`src/rtl/fft_seq_pkg.sv`:
```
package fft_seq_pkg;

  // Strobes passed from the control to the datapath each cycle
  typedef struct packed {
    logic advance;   // one butterfly issued this cycle
    logic begin_;    // a new transform is being loaded
    logic lowZero;   // low p bits of the counter are zero
    logic cntZero;   // counter is at the first butterfly of a stage
    logic cntMax;    // counter is at the last butterfly of a stage
  } seqStrobes_t;

endpackage

```
`src/rtl/fft_seq_ctrl.sv`:
```
module fft_seq_ctrl
  import fft_seq_pkg::*;
#(
  parameter int LOG2N   = 4,
  parameter int CNT_W   = LOG2N - 1,
  parameter int STAGE_W = $clog2(LOG2N)
) (
  input  logic               clk,
  input  logic               rstN,
  input  logic               start,
  input  logic               stepEn,
  output seqStrobes_t        strb,
  output logic [CNT_W-1:0]   cnt,
  output logic [STAGE_W-1:0] stageCur,
  output logic               done
);

  localparam logic [STAGE_W-1:0] LAST_STAGE = STAGE_W'(LOG2N - 1);
  localparam logic [CNT_W-1:0]   CNT_MAX    = {CNT_W{1'b1}};

  logic running;
  logic finalQ;
  logic doneQ;
  logic [CNT_W-1:0] lowMask;
  logic lastAdv;

  // Mask with the low stageCur bits set
  always_comb begin
    lowMask = '0;
    for (int i = 0; i < CNT_W; i++) begin
      lowMask[i] = (i < int'(stageCur));
    end
  end

  always_comb begin
    strb.advance = running && stepEn;
    strb.begin_  = start && !running;
    strb.lowZero = ((cnt & lowMask) == '0);
    strb.cntZero = (cnt == '0);
    strb.cntMax  = (cnt == CNT_MAX);
  end

  assign lastAdv = strb.advance && strb.cntMax && (stageCur == LAST_STAGE);

  always_ff @(posedge clk) begin
    if (!rstN) begin
      running  <= 1'b0;
      cnt      <= '0;
      stageCur <= '0;
      finalQ   <= 1'b0;
      doneQ    <= 1'b0;
    end else begin
      finalQ <= lastAdv;
      doneQ  <= finalQ;
      if (strb.advance) begin
        if (strb.cntMax) begin
          cnt <= '0;
          if (stageCur == LAST_STAGE) begin
            running  <= 1'b0;
            stageCur <= '0;
          end else begin
            stageCur <= stageCur + 1'b1;
          end
        end else begin
          cnt <= cnt + 1'b1;
        end
      end else if (strb.begin_) begin
        running  <= 1'b1;
        cnt      <= '0;
        stageCur <= '0;
      end
    end
  end

  assign done = doneQ;


  cnt_step_chk: assert property (@(posedge clk) disable iff (!rstN)
    (strb.advance && !strb.cntMax) |=> (cnt == CNT_W'($past(cnt) + 1'b1)));


  stall_hold_chk: assert property (@(posedge clk) disable iff (!rstN)
    (running && !stepEn) |=> ($stable(cnt) && $stable(stageCur)));


  done_single_chk: assert property (@(posedge clk) disable iff (!rstN)
    doneQ |=> !doneQ);


  start_ignore_chk: assert property (@(posedge clk) disable iff (!rstN)
    (running && start && !lastAdv) |=> running);

endmodule

```
`src/rtl/fft_seq_dpath.sv`:
```
module fft_seq_dpath
  import fft_seq_pkg::*;
#(
  parameter int LOG2N   = 4,
  parameter int ANGLE_W = 16,
  parameter int CNT_W   = LOG2N - 1,
  parameter int STAGE_W = $clog2(LOG2N)
) (
  input  logic               clk,
  input  logic               rstN,
  input  seqStrobes_t        strb,
  input  logic [CNT_W-1:0]   cnt,
  input  logic [STAGE_W-1:0] stageCur,
  output logic [CNT_W-1:0]   addr,
  output logic [ANGLE_W-1:0] angle,
  output logic [STAGE_W-1:0] stage,
  output logic               bflyValid
);

  localparam int ANGLE_SH = ANGLE_W - LOG2N;
  localparam logic [ANGLE_W-1:0] STEP = ANGLE_W'(1) << ANGLE_SH;

  logic [ANGLE_W-1:0] acc;
  logic [ANGLE_W-1:0] angleQ;
  logic [CNT_W-1:0]   rotAddr;
  logic [CNT_W-1:0]   addrQ;
  logic [STAGE_W-1:0] stageQ;
  logic               validQ;

  // Rotate the counter right by the stage index
  always_comb begin
    rotAddr = '0;
    for (int i = 0; i < CNT_W; i++) begin
      int j;
      j = i + int'(stageCur);
      if (j >= CNT_W) j = j - CNT_W;
      rotAddr[i] = cnt[j];
    end
  end

  // Accumulator: one basic angle per issued butterfly, cleared at stage wrap
  always_ff @(posedge clk) begin
    if (!rstN) begin
      acc <= '0;
    end else if (strb.begin_) begin
      acc <= '0;
    end else if (strb.advance) begin
      acc <= strb.cntMax ? '0 : acc + STEP;
    end
  end

  // Gated latch and presented outputs
  always_ff @(posedge clk) begin
    if (!rstN) begin
      angleQ <= '0;
      addrQ  <= '0;
      stageQ <= '0;
      validQ <= 1'b0;
    end else begin
      validQ <= strb.advance;
      if (strb.advance) begin
        addrQ  <= rotAddr;
        stageQ <= stageCur;
        if (strb.lowZero) angleQ <= acc;
      end
    end
  end

  assign addr      = addrQ;
  assign angle     = angleQ;
  assign stage     = stageQ;
  assign bflyValid = validQ;


  angle_hold_chk: assert property (@(posedge clk) disable iff (!rstN)
    (strb.advance && !strb.lowZero) |=> $stable(angleQ));


  stage_first_angle_chk: assert property (@(posedge clk) disable iff (!rstN)
    (strb.advance && strb.cntZero) |=> (angleQ == '0));


  valid_follow_chk: assert property (@(posedge clk) disable iff (!rstN)
    strb.advance |=> validQ);


  idle_valid_chk: assert property (@(posedge clk) disable iff (!rstN)
    !strb.advance |=> !validQ);

endmodule

```
`src/rtl/fft_addr_angle_seq.sv`:
```
module fft_addr_angle_seq
  import fft_seq_pkg::*;
#(
  parameter int N_POINTS = 16,
  parameter int ANGLE_W  = 16,
  localparam int LOG2N   = $clog2(N_POINTS),
  localparam int CNT_W   = LOG2N - 1,
  localparam int STAGE_W = $clog2(LOG2N)
) (
  input  logic               clk,
  input  logic               rstN,
  input  logic               start,
  input  logic               stepEn,
  output logic [CNT_W-1:0]   addr,
  output logic [ANGLE_W-1:0] angle,
  output logic [STAGE_W-1:0] stage,
  output logic               bflyValid,
  output logic               done
);

  seqStrobes_t        strb;
  logic [CNT_W-1:0]   cnt;
  logic [STAGE_W-1:0] stageCur;

  initial begin
    if (N_POINTS < 8 || (1 << LOG2N) != N_POINTS || ANGLE_W < LOG2N)
      $error("fft_addr_angle_seq: bad parameters");
  end

  fft_seq_ctrl #(.LOG2N(LOG2N), .CNT_W(CNT_W), .STAGE_W(STAGE_W)) i_ctrl (
    .clk(clk), .rstN(rstN), .start(start), .stepEn(stepEn),
    .strb(strb), .cnt(cnt), .stageCur(stageCur), .done(done)
  );

  fft_seq_dpath #(.LOG2N(LOG2N), .ANGLE_W(ANGLE_W), .CNT_W(CNT_W),
                  .STAGE_W(STAGE_W)) i_dpath (
    .clk(clk), .rstN(rstN), .strb(strb), .cnt(cnt), .stageCur(stageCur),
    .addr(addr), .angle(angle), .stage(stage), .bflyValid(bflyValid)
  );

endmodule

```
`config.mk`:
```
export PLATFORM = sky130hd
export DESIGN_NAME = fft_addr_angle_seq
export DESIGN_NICKNAME = d
export VERILOG_FILES = /design/src/rtl/fft_seq_pkg.sv /design/src/rtl/fft_seq_ctrl.sv /design/src/rtl/fft_seq_dpath.sv /design/src/rtl/fft_addr_angle_seq.sv
export SDC_FILE = /design/constraint.sdc
export NUM_CORES = 1
export LEC_CHECK = 0
export BUFFER_PORTS_ARGS = -buffer_cell sky130_fd_sc_hd__buf_4
export CAP_MARGIN = 30
export CORE_MARGIN = 1.5
export CORE_UTILIZATION = 44
export CTS_BUF_LIST = sky130_fd_sc_hd__clkbuf_8 sky130_fd_sc_hd__clkbuf_16
export CTS_CLUSTER_DIAMETER = 200
export DETAILED_ROUTE_END_ITERATION = 10
export PLACE_DENSITY = 0.67
export SLEW_MARGIN = 20
export SYNTH_ARGS = -nofsm -noshare
export SYNTH_HDL_FRONTEND = slang
export SYNTH_SLANG_ARGS = --single-unit
```
`constraint.sdc`:
```
create_clock -name clk -period 2.7 [get_ports clk]
set_input_delay 0 -clock clk [delete_from_list [all_inputs] [get_ports clk]]
set_output_delay 0 -clock clk [all_outputs]
set_load 0.01 [all_outputs]
```
==> results of run 1 <==
cell families (layout without fill, tap and decap cells):
| kind of cell | Yosys count | count (layout) | synth area share, % |
|---|---|---|---|
| xor gates and xnor gates | 1 | 1 | 0.755 |
| AOI/OAI and AO/OA | 22 | 22 | 12.2 |
| DFF | 22 | 22 | 38.0 |
| buffers and inverters | 19 | 20 | 11.1 |
| adders and majority gates | 10 | 10 | 10.8 |
| other | 1 | 12 | 0.323 |
| and+or+nand+nor | 43 | 43 | 18.9 |
| muxes | 9 | 9 | 7.98 |
metrics by stage:
step	power (mW)	hold WS (ns)	setup slack, ns	area [um2]	std cells
after CTS	0.706	0.0656	1.19	1290	169
after detailed placement	0.396	0.319	1.20	1220	165
after floorplan	0.396	0.138	1.34	1200	138
after global placement	0.395	0.311	1.27	1220	165
final	0.697	0.0663	1.19	1290	169
after global routing	0.724	0.0818	1.07	1290	169
power by group:
part	internal [mW]	switching, mW
registers	0.330	0.00684
clock network	0.198	0.110
logic	0.0201	0.0315
total	0.548	0.148
layout make-up:
type | count | area (um2) | area share [%]
Tap cell | 30 | 37.5 | 2.90
Multi-Input combinational cell | 97 | 632 | 48.8
Clock inverter | 1 | 30.0 | 2.32
Inverter | 2 | 7.51 | 0.580
Sequential cell | 22 | 440 | 34.0
Clock buffer | 3 | 41.3 | 3.19
Timing Repair Buffer | 14 | 105 | 8.12
cells in the mapped netlist, types with 2 or more instances:
cell type | count | area (um2)
dfxtp_1 | 22 | 440
nand2_1 | 15 | 56.3
buf_4 | 13 | 97.6
ha_1 | 10 | 125
mux2i_1 | 7 | 70.1
nor2_1 | 7 | 26.3
nand3_1 | 6 | 30.0
a21oi_1 | 5 | 25.0
a22oi_1 | 5 | 37.5
nor2b_1 | 4 | 25.0
o21ai_1 | 3 | 15.0
a21boi_0 | 2 | 15.0
a21boi_1 | 2 | 15.0
and2_1 | 2 | 12.5
clkbuf_1 | 2 | 7.51
inv_1 | 2 | 7.51
mux2_2 | 2 | 22.5
nand4_1 | 2 | 12.5
o21ai_0 | 2 | 10.0
registers in the layout, indices dropped and copies added, names as in the netlist:
signal and cells:
i_ctrl.done 1, i_ctrl.stageCur 2, i_dpath.acc 4, i_ctrl.running 1
i_dpath.bflyValid 1, i_ctrl.cnt 3, i_dpath.stage 2, i_dpath.addr 3
i_ctrl.finalQ 1, i_dpath.angle 4
routing by layer:
| metal | GRT usage, % | vias to the layer above |
|---|---|---|
| met5 | 0 | - |
| met4 | 10.0 | 0 |
| met3 | 3.55 | 4 |
| met2 | 26.5 | 25 |
| met1 | 21.1 | 400 |
| li1 | - | 434 |
cells in the final DEF (no fill, tap or decap), types with 2 or more instances in the layout:
master and n:
nand4_1 2, mux2_2 2, mux2i_1 7, clkbuf_8 3
o21ai_0 2, ha_1 10, a21oi_1 5, nor2b_1 4
nor2_1 7, a21boi_1 2, a22oi_1 5, o21ai_1 3
conb_1 12, and2_1 2, nand2_1 15, dfxtp_1 22
inv_1 2, nand3_1 6, buf_4 14, a21boi_0 2
worst max-delay path, cell delays in order (launching register included):
cell	delay [ns]
dfxtp_1	0.48
inv_1	0.13
ha_1	0.23
mux2_2	0.27
a22oi_1	0.18
a21oi_1	0.08
worst min path at each step:
| stage | startpoint | end | slack [ns] | cells past startpoint |
|---|---|---|---|---|
| 2_1_floorplan | rstN | i_ctrl.running | 0.14 | 2 |
| 3_3_place_gp | start | i_ctrl.running | 0.31 | 3 |
| 3_5_place_dp | start | i_ctrl.running | 0.32 | 3 |
| 4_1_cts | stepEn | i_dpath.bflyValid | 0.07 | 2 |
| 5_1_grt | stepEn | i_dpath.bflyValid | 0.08 | 2 |
| 6_report | start | i_ctrl.running | 0.07 | 3 |
==> run metrics, run 1 <==
met2 wire length 890 um; Async SR Flop Fraction 0%; status finished clean; Ant. Diodes 0; CP endpoint kind register; minimum clock period 1.51 ns; Port Buffer Count 14; Worst Tran Pin Value around 0.53 ns; number of CTS-inserted buffers 3; clock sinks 22; Initial Utilization approximately 47%; worst skew pair latency 0.26 ns; synthesized cell area 0.00116 mm2; Slew headroom 64.9%; Hold Violations, Final 0; start point of the critical path i_ctrl.stageCur[1]; Die H 54.3 um; total gr overflow 0; share of cells above drive strength 1 16.5%; die area 0.00295 mm2; ANT nets after route 0; Max Clk Rate 0.662 GHz; utilization after layout a little over half; CTS tree built; Root Buffer clkbuf_8; Post-route DRC 0; # IOs 27; r2r setup slk 1.19 ns; WP data arrival 1.65 ns; Worst Setup EP i_dpath.addr[1]; Synth cell types 33; hold_buf cts 0; kind of critical path register to register; wire length on met1 around 1.0 mm; GR Util All Layers 16.9%; count of pins over their slew limit 0; reg2reg end i_dpath.addr[1]; Via Count 863; Die X 54.3 um; Reg2Reg Depth 5; clock-pin transition on the worst setup and hold timing paths 0.08 ns; worst vdd ir around 0.25 mV; Synth Warn # 0; row cnt 18; Yosys reg bits 22; largest net degree at the start of global routing 24; drt pass-1 iters 4; routed wire length 2.05 mm; buffers from clock root to sink, at most 2; Post-Route Setup TNS 0 ns; top layer reached by signal wires met4; CP max FO 8; DP Wirelength 1.45 mm; RSZ-0062 raised after global routing no; initial antenna violation count 0; # Post-CTS Setup Buffers 0; HP Class input port to register; Worst R2R Start i_ctrl.stageCur[1]; first-pass GRT wire length 3.53 mm; core area around 0.0025 mm2; routed wl met3 85 um; sequential area share after synthesis a little under two fifths; Via density between 5 and 6; cts repair resizes 0; EDFF count, synth 0; most used flip-flop cell after synthesis dfxtp_1; syn avg cell area 9.13 um2; startpoint types register; worst endpoint required time 2.84 ns; DR WL/cell 12.1 um; Area Growth Syn to Fin 11.5%; nets@finish 154; FILL cells between 200 and 250; H-tree depth 1; gpl congestion 0.769; MaxCap Viol Count 0; Final Skew 0.00185 ns; final setup violation count 0; fin crit share 55.9%; leakage power 0.530 nW; drt initial violations 11; vias in the first global route 806; PD cells 538 mW/mm2; Cells after Synth 127
No activity file was read; power rests on OpenSTA's default activity.
==> run 2, diff against run 1 <==
clock period = 1.4 ns   (was 2.7 ns; I/O delays follow)
==> run metrics, run 2 (synthesized netlist as in run 1, its figures left out) <==
startpoint types register; largest net degree at the start of global routing 24; storage element area approximately 450 um2; routed wire length 2.26 mm; number of CTS-inserted buffers 3; die area 0.00295 mm2; Hold EP i_ctrl.running; utilization after layout a little under three fifths; clock sinks 22; clock-pin transition on the worst setup and hold timing paths 0.08 ns; worst endpoint required time 1.60 ns; first-pass GRT wire length 3.76 mm; Reg2Reg Depth 4; WP data arrival 1.56 ns; GR Util All Layers approximately 18%; final setup violation count 0; CTS tree built; initial antenna violation count 0; CP max FO 5; area of the multi-input gates 652 um2; most frequent cells in the layout buf_4 (23), dfxtp_1 (20), nand2_1 (15), conb_1 (12), ha_1 (8); status finished clean; Die H around 54 um; worst skew pair latency 0.27 ns; drt pass-1 iters 4; MaxCap Viol Count 0; leakage power 0.569 nW; Hold Violations, Final 0; Via Count between 800 and 900; Via density roughly 5.0; share of cells above drive strength 1 26.4%; Post-Route Setup TNS 0 ns; Max Clk Rate 0.736 GHz; H-tree depth 1; RSZ-0062 raised after global routing yes; minimum clock period ~1.4 ns; nets@finish 163; Port Buffer Count 14; DR WL/cell 12.7 um; Ant. Diodes 0; met2 wire length 1.00 mm; Worst R2R Start i_ctrl.stageCur[0]; ANT nets after route 0; HP Class input port to register; r2r setup slk 0.04 ns; final instance area 0.00137 mm2; gpl congestion 0.753; row cnt 18; # Post-CTS Setup Buffers 0; core area 0.00248 mm2; Cell Count, Final, Fillers Out about 180; most common cell after layout, fill and taps aside buf_4; Area Growth Syn to Fin 18.3%; reg2reg end i_dpath.angle[13]; worst vdd ir 0.678 mV; PD cells 890 mW/mm2; drt initial violations 18; Die X 54.3 um; Hold Path Depth 3; fin crit share 97.0%; worst hold start start; routed wl met3 97 um; wire length on met1 1.10 mm; hold_buf cts 0; total design power 1.22 mW; FILL cells 227; Placed Cells between 150 and 200; Final Skew ~0.0037 ns; buffers from clock root to sink, at most 2; kind of critical path register to register; vias in the first global route 824; total gr overflow 0; Post-route DRC 0; Initial Utilization 46.8%; top layer reached by signal wires met4; Setup WS post-layout 0.0421 ns; DP Wirelength about 1.6 mm; hold_ws 0.0484 ns; placed inst area between 0.001 and 0.0015 mm2; # IOs 27; CP endpoint kind register; count of pins over their slew limit 0; post-place setup slack -0.0400 ns; Root Buffer clkbuf_8
-- run 2: cell count changes in the layout (fill, tap and decap cells not counted), moves of 2 or more --
| cell | before | now |
|---|---|---|
| buf_4 | 14 | 23 |
| dfxtp_1 | 22 | 20 |
| dfxtp_4 | 0 | 2 |
| ha_1 | 10 | 8 |
| inv_1 | 2 | 0 |
| inv_2 | 0 | 2 |
-- run 2: layout make-up --
type                       count  area share, %
multi-input combinational     97           47.5
sequential                    22           32.6
timing repair buffer          23           12.6
clock buffer                   4           4.01
tap                           30           2.73
inverter                       2          0.547
-- run 2: layer usage --
layer / global-route usage (%) / vias to the layer above
li1: - / 454
met1: 23.9 / 405
met2: 26.9 / 25
met3: 3.55 / 6
met4: 10.0 / 0
met5: 0 / -
-- run 2: worst max path at each step --
stage	from	endpoint	slack, ns	cells past startpoint
4_1_cts	i_ctrl.stageCur[1]	i_dpath.addr[1]	0.008	5
3_5_place_dp	i_ctrl.stageCur[1]	i_dpath.addr[1]	-0.04	5
6_report	i_ctrl.stageCur[0]	i_dpath.angle[13]	0.04	4
2_1_floorplan	i_ctrl.stageCur[1]	i_dpath.addr[1]	0.04	5
3_3_place_gp	i_ctrl.stageCur[1]	i_dpath.addr[1]	0.05	5
5_1_grt	i_ctrl.stageCur[0]	i_dpath.angle[12]	-0.03	4
-- run 2: power by group --
| part | total, mW | internal (mW) | switching (mW) |
|---|---|---|---|
| Combinational | 0.114 | 0.0465 | 0.0673 |
| Clock | 0.465 | 0.251 | 0.213 |
| Sequential | 0.643 | 0.633 | 0.00963 |
-- run 2: worst max-delay path, stage by stage, from the launching register on --
cell and delay [ns]:
dfxtp_4 0.38, ha_4 0.15, a22o_1 0.21, nor3_4 0.31
mux2i_1 0.23
-- run 2: timing repair --
item	4_1_cts	5_1_grt
pin swaps	0	3
resized for setup	2	8
setup endpoints to repair	3	5
